===== config.mk =====
export PLATFORM = sky130hd
export DESIGN_NAME = predwb_ctrl
export DESIGN_NICKNAME = d
export VERILOG_FILES = /design/src/rtl/predwb_pkg.sv /design/src/rtl/predwb_pred_file.sv /design/src/rtl/predwb_qualify.sv /design/src/rtl/predwb_stage_pipe.sv /design/src/rtl/predwb_ctrl.sv
export SDC_FILE = /design/constraint.sdc
export NUM_CORES = 1
export LEC_CHECK = 0
export CAP_MARGIN = 20
export CORE_MARGIN = 2
export CORE_UTILIZATION = 40
export CTS_CLUSTER_SIZE = 8
export DETAILED_ROUTE_END_ITERATION = 12
export DONT_BUFFER_PORTS = 1
export GPL_ROUTABILITY_DRIVEN = 0
export PLACE_DENSITY = 0.56
export SLEW_MARGIN = 20
export SYNTH_ARGS = -nofsm -noshare
export SYNTH_HDL_FRONTEND = slang
export SYNTH_SLANG_ARGS = --single-unit

===== constraint.sdc =====
create_clock -name clk -period 5.4 [get_ports clk]
set_input_delay 1.08 -clock clk [delete_from_list [all_inputs] [get_ports clk]]
set_output_delay 1.08 -clock clk [all_outputs]
set_load 0.01 [all_outputs]

===== src/rtl/predwb_pkg.sv =====
// Package: kind codes and decode helpers shared by the predicated
// writeback controller. Assumes a 3-bit kind field from decode.
package predwb_pkg;

    typedef enum logic [2:0] {
        K_PLAIN = 3'd0,
        K_CMOV  = 3'd1,
        K_CLOAD = 3'd2,
        K_CMP   = 3'd3,
        K_PALU  = 3'd4
    } kind_e;

    // True for kinds that write a general register when live.
    function automatic logic writes_reg(input logic [2:0] k);
        return (k == K_PLAIN) || (k == K_CMOV) || (k == K_CLOAD) || (k == K_PALU);
    endfunction

endpackage


===== src/rtl/predwb_pred_file.sv =====
// Predicate register file: NPRED one-bit registers, written by compares in
// writeback. Index 0 is hard-wired true. A write in flight is forwarded to
// the read port in the same cycle. Assumes NPRED is a power of two.
module predwb_pred_file #(
    parameter int NPRED = 64,
    parameter int PW    = $clog2(NPRED)
) (
    input  logic          clk,
    input  logic          rst_n,
    input  logic          wr_en,
    input  logic [PW-1:0] wr_idx,
    input  logic          wr_val,
    input  logic [PW-1:0] rd_idx,
    output logic          rd_val
);

    logic [NPRED-1:0] pred_q;

    // Storage update: compares commit here; index 0 is never stored.
    always_ff @(posedge clk) begin
        if (!rst_n) begin
            pred_q <= '0;
        end else if (wr_en && (wr_idx != '0)) begin
            pred_q[wr_idx] <= wr_val;
        end
    end

    // Read port: constant true for index 0, then forwarding, then storage.
    always_comb begin
        if (rd_idx == '0) begin
            rd_val = 1'b1;
        end else if (wr_en && (wr_idx == rd_idx)) begin
            rd_val = wr_val;
        end else begin
            rd_val = pred_q[rd_idx];
        end
    end

    AST_P0_READS_TRUE: assert property (@(posedge clk) disable iff (!rst_n)
        (rd_idx == '0) |-> rd_val);

    AST_P0_NOT_STORED: assert property (@(posedge clk) disable iff (!rst_n)
        ##1 (pred_q[0] == 1'b0));

endmodule


===== src/rtl/predwb_qualify.sv =====
// Execute-stage qualifier: evaluates the zero/nonzero test or the predicate
// for the instruction in execute, and detects a predicate still pending in
// the memory stage. Purely combinational; assumes the predicate read value
// already includes forwarding from writeback.
module predwb_qualify #(
    parameter int DW = 32,
    parameter int PW = 6
) (
    input  logic          ex_valid,
    input  logic [2:0]    ex_kind,
    input  logic          ex_test_nz,
    input  logic [DW-1:0] ex_cond,
    input  logic [PW-1:0] ex_pidx,
    input  logic          pred_val,
    input  logic          mem_cmp_pend,
    input  logic [PW-1:0] mem_cmp_idx,
    output logic          go,
    output logic          stall,
    output logic          adv
);
    import predwb_pkg::*;

    logic cond_zero;

    // Qualification: decide whether the instruction may take effect.
    always_comb begin
        cond_zero = (ex_cond == '0);
        case (ex_kind)
            K_PLAIN, K_CMP:  go = 1'b1;
            K_CMOV, K_CLOAD: go = ex_test_nz ? !cond_zero : cond_zero;
            K_PALU:          go = pred_val;
            default:         go = 1'b0;
        endcase
    end

    // Hazard: a predicated op must wait while its compare is in memory.
    always_comb begin
        stall = ex_valid && (ex_kind == K_PALU) && (ex_pidx != '0)
                && mem_cmp_pend && (mem_cmp_idx == ex_pidx);
        adv   = ex_valid && !stall;
    end

endmodule


===== src/rtl/predwb_stage_pipe.sv =====
// Memory and writeback stage registers. Each slot carries its qualification
// bit, which gates the memory read, the register write and the exception.
// Canceled slots keep flowing. Assumes adv is 0 whenever execute is empty
// or stalled.
module predwb_stage_pipe #(
    parameter int AW = 32,
    parameter int RW = 5,
    parameter int PW = 6
) (
    input  logic          clk,
    input  logic          rst_n,
    input  logic          adv,
    input  logic          go,
    input  logic [2:0]    ex_kind,
    input  logic [RW-1:0] ex_rd,
    input  logic [AW-1:0] ex_addr,
    input  logic          ex_fault,
    input  logic [PW-1:0] ex_pidx,
    input  logic          ex_cmp_res,
    output logic          mem_rd_req,
    output logic [AW-1:0] mem_rd_addr,
    output logic          mem_cmp_pend,
    output logic [PW-1:0] mem_cmp_idx,
    output logic          wb_slot,
    output logic          wb_we,
    output logic [RW-1:0] wb_rd,
    output logic          wb_exc,
    output logic          pf_wr_en,
    output logic [PW-1:0] pf_wr_idx,
    output logic          pf_wr_val
);
    import predwb_pkg::*;

    logic          m_v, m_go, m_fault, m_res;
    logic [2:0]    m_kind;
    logic [RW-1:0] m_rd;
    logic [AW-1:0] m_addr;
    logic [PW-1:0] m_pidx;
    logic          w_v, w_go, w_fault, w_res;
    logic [2:0]    w_kind;
    logic [RW-1:0] w_rd;
    logic [PW-1:0] w_pidx;

    // Memory-stage register: takes the execute slot or a bubble.
    always_ff @(posedge clk) begin
        if (!rst_n) begin
            m_v <= 1'b0; m_go <= 1'b0; m_fault <= 1'b0; m_res <= 1'b0;
            m_kind <= K_PLAIN; m_rd <= '0; m_addr <= '0; m_pidx <= '0;
        end else begin
            m_v <= adv; m_go <= go; m_fault <= ex_fault; m_res <= ex_cmp_res;
            m_kind <= ex_kind; m_rd <= ex_rd; m_addr <= ex_addr; m_pidx <= ex_pidx;
        end
    end

    // Writeback-stage register: follows the memory stage every cycle.
    always_ff @(posedge clk) begin
        if (!rst_n) begin
            w_v <= 1'b0; w_go <= 1'b0; w_fault <= 1'b0; w_res <= 1'b0;
            w_kind <= K_PLAIN; w_rd <= '0; w_pidx <= '0;
        end else begin
            w_v <= m_v; w_go <= m_go; w_fault <= m_fault; w_res <= m_res;
            w_kind <= m_kind; w_rd <= m_rd; w_pidx <= m_pidx;
        end
    end

    // Memory-stage outputs: read only for a live conditional load.
    always_comb begin
        mem_rd_req   = m_v && m_go && (m_kind == K_CLOAD);
        mem_rd_addr  = m_addr;
        mem_cmp_pend = m_v && (m_kind == K_CMP);
        mem_cmp_idx  = m_pidx;
    end

    // Writeback outputs: writes and exceptions only for live slots.
    always_comb begin
        wb_slot   = w_v;
        wb_we     = w_v && w_go && writes_reg(w_kind);
        wb_rd     = w_rd;
        wb_exc    = w_v && w_go && w_fault;
        pf_wr_en  = w_v && (w_kind == K_CMP);
        pf_wr_idx = w_pidx;
        pf_wr_val = w_res;
    end

    AST_LOAD_FROM_LIVE_EX: assert property (@(posedge clk) disable iff (!rst_n)
        mem_rd_req |-> $past(adv && go && (ex_kind == K_CLOAD)));

    AST_EXC_ONLY_LIVE: assert property (@(posedge clk) disable iff (!rst_n)
        wb_exc |-> $past(m_v && m_go && m_fault));

    AST_SLOT_FOLLOWS_MEM: assert property (@(posedge clk) disable iff (!rst_n)
        m_v |=> wb_slot);

endmodule


===== src/rtl/predwb_ctrl.sv =====
// Top of the predicated writeback controller. Qualifies the instruction in
// execute, stalls one cycle on a predicate pending in memory, and gates the
// memory read, register write and exception of each slot. Assumes upstream
// holds the execute inputs while ex_stall is 1.
module predwb_ctrl #(
    parameter int DW    = 32,
    parameter int AW    = 32,
    parameter int RW    = 5,
    parameter int NPRED = 64,
    localparam int PW   = $clog2(NPRED)
) (
    input  logic          clk,
    input  logic          rst_n,
    input  logic          ex_valid,
    input  logic [2:0]    ex_kind,
    input  logic          ex_test_nz,
    input  logic [DW-1:0] ex_cond,
    input  logic [PW-1:0] ex_pidx,
    input  logic          ex_cmp_res,
    input  logic [RW-1:0] ex_rd,
    input  logic [AW-1:0] ex_addr,
    input  logic          ex_fault,
    output logic          ex_stall,
    output logic          mem_rd_req,
    output logic [AW-1:0] mem_rd_addr,
    output logic          wb_slot,
    output logic          wb_we,
    output logic [RW-1:0] wb_rd,
    output logic          wb_exc
);

    logic          pred_val, go, adv;
    logic          mem_cmp_pend;
    logic [PW-1:0] mem_cmp_idx;
    logic          pf_wr_en, pf_wr_val;
    logic [PW-1:0] pf_wr_idx;

    predwb_pred_file #(.NPRED(NPRED), .PW(PW)) u_pred_file (
        .clk(clk), .rst_n(rst_n),
        .wr_en(pf_wr_en), .wr_idx(pf_wr_idx), .wr_val(pf_wr_val),
        .rd_idx(ex_pidx), .rd_val(pred_val)
    );

    predwb_qualify #(.DW(DW), .PW(PW)) u_qualify (
        .ex_valid(ex_valid), .ex_kind(ex_kind), .ex_test_nz(ex_test_nz),
        .ex_cond(ex_cond), .ex_pidx(ex_pidx), .pred_val(pred_val),
        .mem_cmp_pend(mem_cmp_pend), .mem_cmp_idx(mem_cmp_idx),
        .go(go), .stall(ex_stall), .adv(adv)
    );

    predwb_stage_pipe #(.AW(AW), .RW(RW), .PW(PW)) u_pipe (
        .clk(clk), .rst_n(rst_n), .adv(adv), .go(go),
        .ex_kind(ex_kind), .ex_rd(ex_rd), .ex_addr(ex_addr),
        .ex_fault(ex_fault), .ex_pidx(ex_pidx), .ex_cmp_res(ex_cmp_res),
        .mem_rd_req(mem_rd_req), .mem_rd_addr(mem_rd_addr),
        .mem_cmp_pend(mem_cmp_pend), .mem_cmp_idx(mem_cmp_idx),
        .wb_slot(wb_slot), .wb_we(wb_we), .wb_rd(wb_rd), .wb_exc(wb_exc),
        .pf_wr_en(pf_wr_en), .pf_wr_idx(pf_wr_idx), .pf_wr_val(pf_wr_val)
    );

    AST_STALL_ONE_CYCLE: assert property (@(posedge clk) disable iff (!rst_n)
        ex_stall |=> !ex_stall);

    AST_ACCEPT_REACHES_WB: assert property (@(posedge clk) disable iff (!rst_n)
        (ex_valid && !ex_stall) |=> ##1 wb_slot);

    AST_STALL_NEEDS_PRED_OP: assert property (@(posedge clk) disable iff (!rst_n)
        ex_stall |-> (ex_valid && (ex_kind == 3'd4)));

endmodule


Word level (Yosys, flattened, before mapping)
Cells that the tools add are included.
- bits in registers: 132
- bits of input ports: 84
- output and inout port bits: 42
- magnitude comparators: 3
- equal/unequal tests: 12
- mux-type cells: 9
- reductions and logical operators: 28
- operators by type and width (operator ; count):
    $bwmux 64 ; 1
    $logic_not 32->1 ; 1
    $eq 3x2->1 const B ; 6
    $logic_and 1x1->1 ; 15
    $lt 6x7->1 const B ; 2
    $eq 6x6->1 ; 2
    $reduce_bool 6->1 ; 2
    $bmux 1 s6 ; 1
    $demux 1 s6 ; 1
    $eq 3x1->1 const B ; 2
    $eq 3x3->1 const B ; 2
    $ge 6x1->1 const B ; 1
    $logic_not 3->1 ; 2
    $logic_not 6->1 ; 1
    $mux 1 ; 5
    $reduce_or 2->1 ; 2
    $logic_or 1x1->1 ; 3
    $pmux 1 s3 ; 1
    $logic_not 1->1 ; 2

Logic depth before layout (Yosys ltp)
Gate-level depths: netlist of run 1.
- depth after elaboration: 7
- depth in mapped cells: 9
- depth with buffers taken out: 6

Cells and area by module
A second synthesis of run 1 with hierarchy kept.
- cell total of the unflattened synthesis: 566
- area total of the unflattened synthesis: 5585.4 um^2
- by module, submodules not included (module ; instances ; cells each ; area each (um^2) ; sequential area each (um^2)):
    predwb_pred_file ; 1 ; 381 ; 3445.8 ; 1281.2
    predwb_stage_pipe ; 1 ; 152 ; 1923.1 ; 1361.3
    predwb_qualify ; 1 ; 33 ; 216.5 ; 0.0

Least setup slack after synthesis of run 1
OpenSTA, ideal clock, no wires.
- path kind: input to output
- start point: input ex_pidx[1]
- end point: output ex_stall
- arrival: 2328 ps
- data required time: 4320 ps
- slack: 1992 ps
- cell stages on the path: 6
- buffers on the path: 2
- cells stage by stage: buf_2 buf_2 xor2_1 nor4_1 nand3_1 nor4_1
- word-level cells in the longest chain between the ends: 4
- elaborated cells on any way between the ends: 5
- classes of those cells: 1 x eq/ne; 4 x reduce/logical
- RTL lines (item ; RTL line ; text):
    start, declared ; predwb_ctrl.sv:18 ; input logic [PW-1:0] ex_pidx,
    $reduce_bool 6->1 ; predwb_qualify.sv:38 ; stall = ex_valid && (ex_kind == K_PALU) && (ex_pidx != '0)
    $logic_and 1x1->1 ; predwb_qualify.sv:38 ;
    $logic_and 1x1->1 ; predwb_qualify.sv:39 ; && mem_cmp_pend && (mem_cmp_idx == ex_pidx);
    $logic_and 1x1->1 * ; predwb_qualify.sv:39 ;
    end, declared ; predwb_ctrl.sv:23 ; output logic ex_stall,
Mark *: on every way between the ends. The rest lies on a longest branch, timed or not.

Worst setup path after layout of run 1
Ends and elaborated chain as after synthesis.

==> results of run 1 <==
-- worst paths after layout --
path	to	slack (ns)	cells past startpoint
setup reg to reg	u_pred_file.pred_q[24]$_SDFFE_PN0P_	3.32	6
hold reg to reg	u_pipe.wb_rd[1]$_SDFF_PN0_	0.43	1
hold / removal	u_pipe.wb_rd[1]$_SDFF_PN0_	0.43	1
setup / recovery	ex_stall	2.05	4
-- registers in the layout (all words and copies together) (netlist names), 3 cells and up --
signal and cells:
u_pipe.pf_wr_idx 6, u_pipe.m_rd 5, u_pipe.m_kind 3, u_pred_file.pred_q 64, u_pipe.mem_cmp_idx 6, u_pipe.wb_rd 5, u_pipe.w_kind 3, u_pipe.mem_rd_addr 32
-- routing by layer --
metal,routed length [um],track usage [%],vias to the layer above
li1,-,-,1946
met2,5880,27.7,142
met4,142,6.68,0
met3,805,4.93,7
met5,0,0,-
met1,5570,21.3,1849
-- where the power goes --
group | leakage (nW) | switching, W | internal, W | total (W)
logic | 1.05 | 0.0000212 | 0.0000363 | 0.0000576
clock network | 0.290 | 0.000425 | 0.000732 | 0.00116
registers | 1.08 | 0.0000282 | 0.00100 | 0.00103
-- kinds of logic after synthesis --
family	synth area share, %
and+or+nand+nor	26.5
DFF	46.7
AOI/OAI and AO/OA	7.41
muxes	13.4
buffers and inverters	3.65
xor gates and xnor gates	2.17
adders and majority gates	0.177
-- per-stage QoR --
stage | setup WS, ns | hold slack (ns) | area (um2) | utilization [%]
after floorplan | 1.99 | 0.412 | 5650 | -
after global placement | 2.06 | 0.416 | 5680 | 41.1
after detailed placement | 2.06 | 0.419 | 5680 | 41.1
after CTS | 2.06 | 0.432 | 6290 | 45.5
after global routing | 1.91 | 0.436 | 6290 | 45.5
final | 2.05 | 0.430 | 6290 | 45.5
-- final cells by class --
cell class,instances,share of cell area (%)
multi-input cells,414,44.6
flip-flops and latches,132,42.1
clock buffers,22,7.70
well taps,180,3.58
clock inverters,10,1.91
inverters,2,0.119
-- placed cells by master (no fill, tap or decap), types with 12 or more instances in the layout --
cell type  count
nand2_1       81
o21ai_0       27
and2_1        68
nor4_1        12
nor2b_1       34
a21boi_0      31
clkbuf_16     17
dfxtp_1      131
nand3_1       15
mux2i_1       40
nor2_1        36
==> impl_metrics.json, run 1 <==
{
  "seq_area_frac_synth_pct": 46.7,
  "initial_core_util_pct": 40.9,
  "fillers": 1323,
  "clk_pin_slew_worst_paths_ns": 0.05,
  "ys_top_cells_by_area": "dfxtp_1 (47%), and2_1 (7.5%), mux2i_1 (7.1%)",
  "syn_area_per_cell_um2": 9.55,
  "antennaDiodeCount": 0,
  "power_density_mw_per_mm2": 357,
  "critPathSlowestCell": "nor4_1",
  "hold_class": "reg -> reg",
  "postCtsSetupBuffers": 0,
  "netlist_area_mm2": 0.00565,
  "area_growth_pct": 11.2,
  "crit_path_frequent_cell": "nor4_1",
  "yosys-top-cells-count": "dfxtp_1 (132), nand2_1 (81), and2_1 (68), mux2i_1 (40), nor2_1 (36)",
  "synth.distinct_cells": 48,
  "yosysWarnings": 0,
  "clk_path_buf_depth": 2,
  "synth_cells": 592,
  "synth.most_common_cell": "dfxtp_1",
  "remaining_drc_errors": 0,
  "startpoint_type": "input port",
  "grt_max_degree": 133,
  "ys_ff_latch": 132,
  "cts_root_buffer": "clkbuf_16",
  "total_power_w": 0.00224,
  "worstPathMaxFanout": 16,
  "synth_area_leader_cell": "dfxtp_1",
  "max_slew_margin_pct": 31.1,
  "clkSinkCount": 132,
  "clk_latency_ns": 0.42,
  "dp_hpwl_um": 8140,
  "p_leak_nw": 2.42,
  "final_cell_count_no_fill": 760,
  "antenna_found_initial": 0,
  "skew_ns": 0.0150,
  "worst_ir_drop_vdd_mv": 0.205,
  "grtUsageTotal_pct": 17.1,
  "port_buffers": 0,
  "crit_start": "ex_pidx[1]",
  "r2r_start": "u_pipe.wb_slot$_SDFF_PN0_",
  "crit_path_end_kind": "output pin",
  "setup_viol": 0,
  "required_ns": 4.32,
  "synth-main-ff-cell": "dfxtp_1",
  "drt-total-wl_um": 12400,
  "critPathMaxStageDelay_ns": 0.66,
  "slew_viol_final": 0,
  "post_drt_wl_per_cell_um": 16.3,
  "cts_tree": "yes",
  "min_from": "u_pipe.m_rd[1]$_SDFF_PN0_",
  "fin_nets": 651,
  "die_x_um": 123,
  "num_vias": 3944,
  "grt_pass1_wl_um": 19300,
  "synth.top_cell.area_share_pct": 46.7,
  "synthArstFlopShare_pct": 0,
  "min_period_over_period_pct": 62.0,
  "synth-edff-count": 0,
  "grt_pass1_vias": 3734,
  "core_mm2": 0.0138,
  "viasPerCell": 5.19,
  "first_iter_violations": 196,
  "ctsResizeCount": 0,
  "seqCellArea_mm2": 0.00265,
  "multi_input_area_mm2": 0.00280,
  "drt_pass1_iterations": 4,
  "syn-num-nets": 676,
  "die_area_mm2": 0.0151,
  "io-pin-count": 126,
  "crit_family": "simple AND/OR/NAND/NOR gates",
  "rows": 43,
  "fin_tns_setup_ns": 0,
  "cts_buffers": 17,
  "holdBufCountCts": 0,
  "place_inst": 728,
  "drive_gt1_share_pct": 7.76,
  "clock.fmax_mhz": 298,
  "status": "completed",
  "grt_remaining_overflow": 0,
  "critPathKind": "in -> out",
  "rsz0062_at_grt": "no",
  "arrival_ns": 2.27,
  "maxCapViolations": 0,
  "worstMarginPinSlew_ns": 1.03,
  "htreeDepth": 4,
  "drtAntennaViolNets": 0,
  "die_h_um": 123,
  "crit_buf_inv": 0,
  "hold_viol_final": 0,
  "period_needed_ns": 3.35,
  "cp_cell_sequence": "xor2_1 > nor4_1 > nand3_1 > nor4_1"
}
No activity file was read; power rests on OpenSTA's default activity.
==> inputs of run 2 (changes only) <==
--- a/config.mk
+++ b/config.mk
@@ -12,7 +12,7 @@
 export DETAILED_ROUTE_END_ITERATION = 12
 export DONT_BUFFER_PORTS = 1
 export GPL_ROUTABILITY_DRIVEN = 0
-export PLACE_DENSITY = 0.56
+export PLACE_DENSITY = 0.58
 export SLEW_MARGIN = 20
 export SYNTH_ARGS = -nofsm -noshare
 export SYNTH_HDL_FRONTEND = slang
==> constraint.sdc (replaced) <==
create_clock -name clk -period 3 [get_ports clk]
set_input_delay 0.6 -clock clk [delete_from_list [all_inputs] [get_ports clk]]
set_output_delay 0.6 -clock clk [all_outputs]
set_load 0.01 [all_outputs]
==> impl_metrics.json, run 2 (synthesized netlist as in run 1, its figures left out) <==
{
  "status": "completed",
  "initial_core_util_pct": 40.9,
  "hold_class": "in -> reg",
  "comb_power_share_pct": 2.6,
  "cts_root_buffer": "clkbuf_16",
  "htreeDepth": 4,
  "use_met3_pct": 5.86,
  "num_vias": 3996,
  "postCtsSetupBuffers": 0,
  "skew_ns": 0.00485,
  "antennaDiodeCount": 0,
  "worstMarginPinSlew_ns": 0.938,
  "clk_path_buf_depth": 2,
  "area_growth_pct": 12.9,
  "gr-usage-met1_pct": 19.7,
  "first_iter_violations": 211,
  "die_area_mm2": 0.0151,
  "power_density_mw_per_mm2": 678,
  "io-pin-count": 126,
  "internal_power_w": 0.00351,
  "grt_max_degree": 133,
  "holdBufCountCts": 0,
  "post_drt_wl_per_cell_um": 16.6,
  "layout_commonest_cell": "dfxtp_1",
  "hold_viol_final": 0,
  "worst_ir_drop_vdd_mv": 0.398,
  "regToRegSetupSlack_ns": 0.91,
  "clkSinkCount": 132,
  "maxCapViolations": 0,
  "min_period_over_period_pct": 78.6,
  "die_h_um": 123,
  "seqPwrFrac_pct": 42.6,
  "setup_viol": 0,
  "fin_tns_setup_ns": 0,
  "largest_reg_flops": 64,
  "drt-total-wl_um": 12700,
  "startpoint_type": "flip-flop",
  "die_x_um": 123,
  "final_util_pct": 46.2,
  "p_clk_share_pct": 54.8,
  "grt-busiest-layer": "met2",
  "drt_pass1_iterations": 5,
  "cts_tree": "yes",
  "ctsResizeCount": 0,
  "period_needed_ns": 2.36,
  "rsz0062_at_grt": "no",
  "slew_viol_final": 0,
  "drtAntennaViolNets": 0,
  "critPathKind": "reg -> out",
  "port_buffers": 0,
  "core_mm2": 0.0138,
  "grt_pass1_wl_um": 18900,
  "required_ns": 2.40,
  "grtUsageTotal_pct": 16.8,
  "cts_buffers": 17,
  "layout_common_cells": "dfxtp_1 (131), nand2_1 (81), and2_1 (68), mux2i_1 (40), nor2_1 (36)",
  "min_from": "ex_valid",
  "reg2reg_depth": 5,
  "rows": 43,
  "drive_gt1_share_pct": 8.08,
  "clock.fmax_mhz": 424,
  "r2r_start": "u_pipe.pf_wr_idx[2]$_SDFF_PN0_",
  "max_slew_margin_pct": 37.0,
  "clk_pin_slew_worst_paths_ns": 0.05,
  "p_leak_nw": 2.47,
  "top_register": "u_pred_file.pred_q",
  "fin_nets": 654,
  "grt_pass1_vias": 3666,
  "use_met2_pct": 27.9,
  "dp_hpwl_um": 8310,
  "grt_remaining_overflow": 0,
  "whs_ns": 0.303,
  "arrival_ns": 1.76,
  "netSwitchingFraction_pct": 19.0,
  "viasPerCell": 5.24,
  "remaining_drc_errors": 0,
  "crit_path_end_kind": "output pin",
  "reg2reg_to": "u_pred_file.pred_q[1]$_SDFFE_PN0P_",
  "fillers": 1259,
  "hold_depth": 2,
  "worstPathMaxFanout": 2,
  "antenna_found_initial": 0,
  "clk_latency_ns": 0.42,
  "p_switching_w": 0.000821,
  "min_to": "u_pipe.m_v$_SDFF_PN0_"
}
==> run 2: cell count changes in the layout (fill, tap and decap cells not counted), sizes merged <==
cell,previous run,this run
bufinv,2,6
inv,5,2
buf,0,3
clkinvlp,3,1
==> run 2: per-layer routing <==
layer / part of all wire (%) / routed length [um]
met1: 42 / 5350
met2: 48 / 6060
met3: 8.2 / 1040
met4: 1.7 / 217
met5: 0 / 0
==> run 2: cell type report <==
| type | count | area, um2 | share of cell area (%) |
|---|---|---|---|
| multi-input combinational | 414 | 2800 | 43.9 |
| inverter | 2 | 7.51 | 0.118 |
| clock buffer | 22 | 484 | 7.58 |
| clock inverter | 9 | 198 | 3.10 |
| sequential | 132 | 2640 | 41.4 |
| tap | 180 | 225 | 3.53 |
| timing repair buffer | 3 | 22.5 | 0.353 |
==> run 2: stage by stage <==
step	instance area (um2)	cells	setup WS, ns	total power [W]
after floorplan	5650	592	0.552	0.00200
after global placement	5700	731	0.798	0.00200
after detailed placement	5700	731	0.764	0.00200
after CTS	6380	762	0.603	0.00438
after global routing	6380	762	0.537	0.00448
final	6380	762	0.641	0.00433
==> run 2: worst max-delay path, cell delays in order, from the launching register on <==
cell	delay, ns
dfxtp_1	0.32
xor2_1	0.13
or4_1	0.46
nor4_1	0.24
buf_4	0.19
==> run 2: power groups by stage <==
stage / registers, W / clock network, W / logic [W]
6_report: 0.00185 / 0.00237 / 0.000113
2_1_floorplan: 0.00186 / 0 / 0.000139
5_1_grt: 0.00185 / 0.00250 / 0.000124
4_1_cts: 0.00185 / 0.00242 / 0.000114
3_3_place_gp: 0.00188 / 0 / 0.000112
3_5_place_dp: 0.00188 / 0 / 0.000114
==> run 2: worst max-delay path by stage <==
stage	depth (start not counted)	from	endpoint	slack (ns)
final	4	u_pipe.mem_cmp_idx[4]$_SDFF_PN0_	ex_stall	0.64
after global routing	4	u_pipe.mem_cmp_idx[4]$_SDFF_PN0_	ex_stall	0.54
after CTS	4	u_pipe.mem_cmp_idx[4]$_SDFF_PN0_	ex_stall	0.60
after detailed placement	4	ex_pidx[4]	ex_stall	0.76
after global placement	4	ex_pidx[4]	ex_stall	0.80
after floorplan	6	ex_pidx[1]	ex_stall	0.55
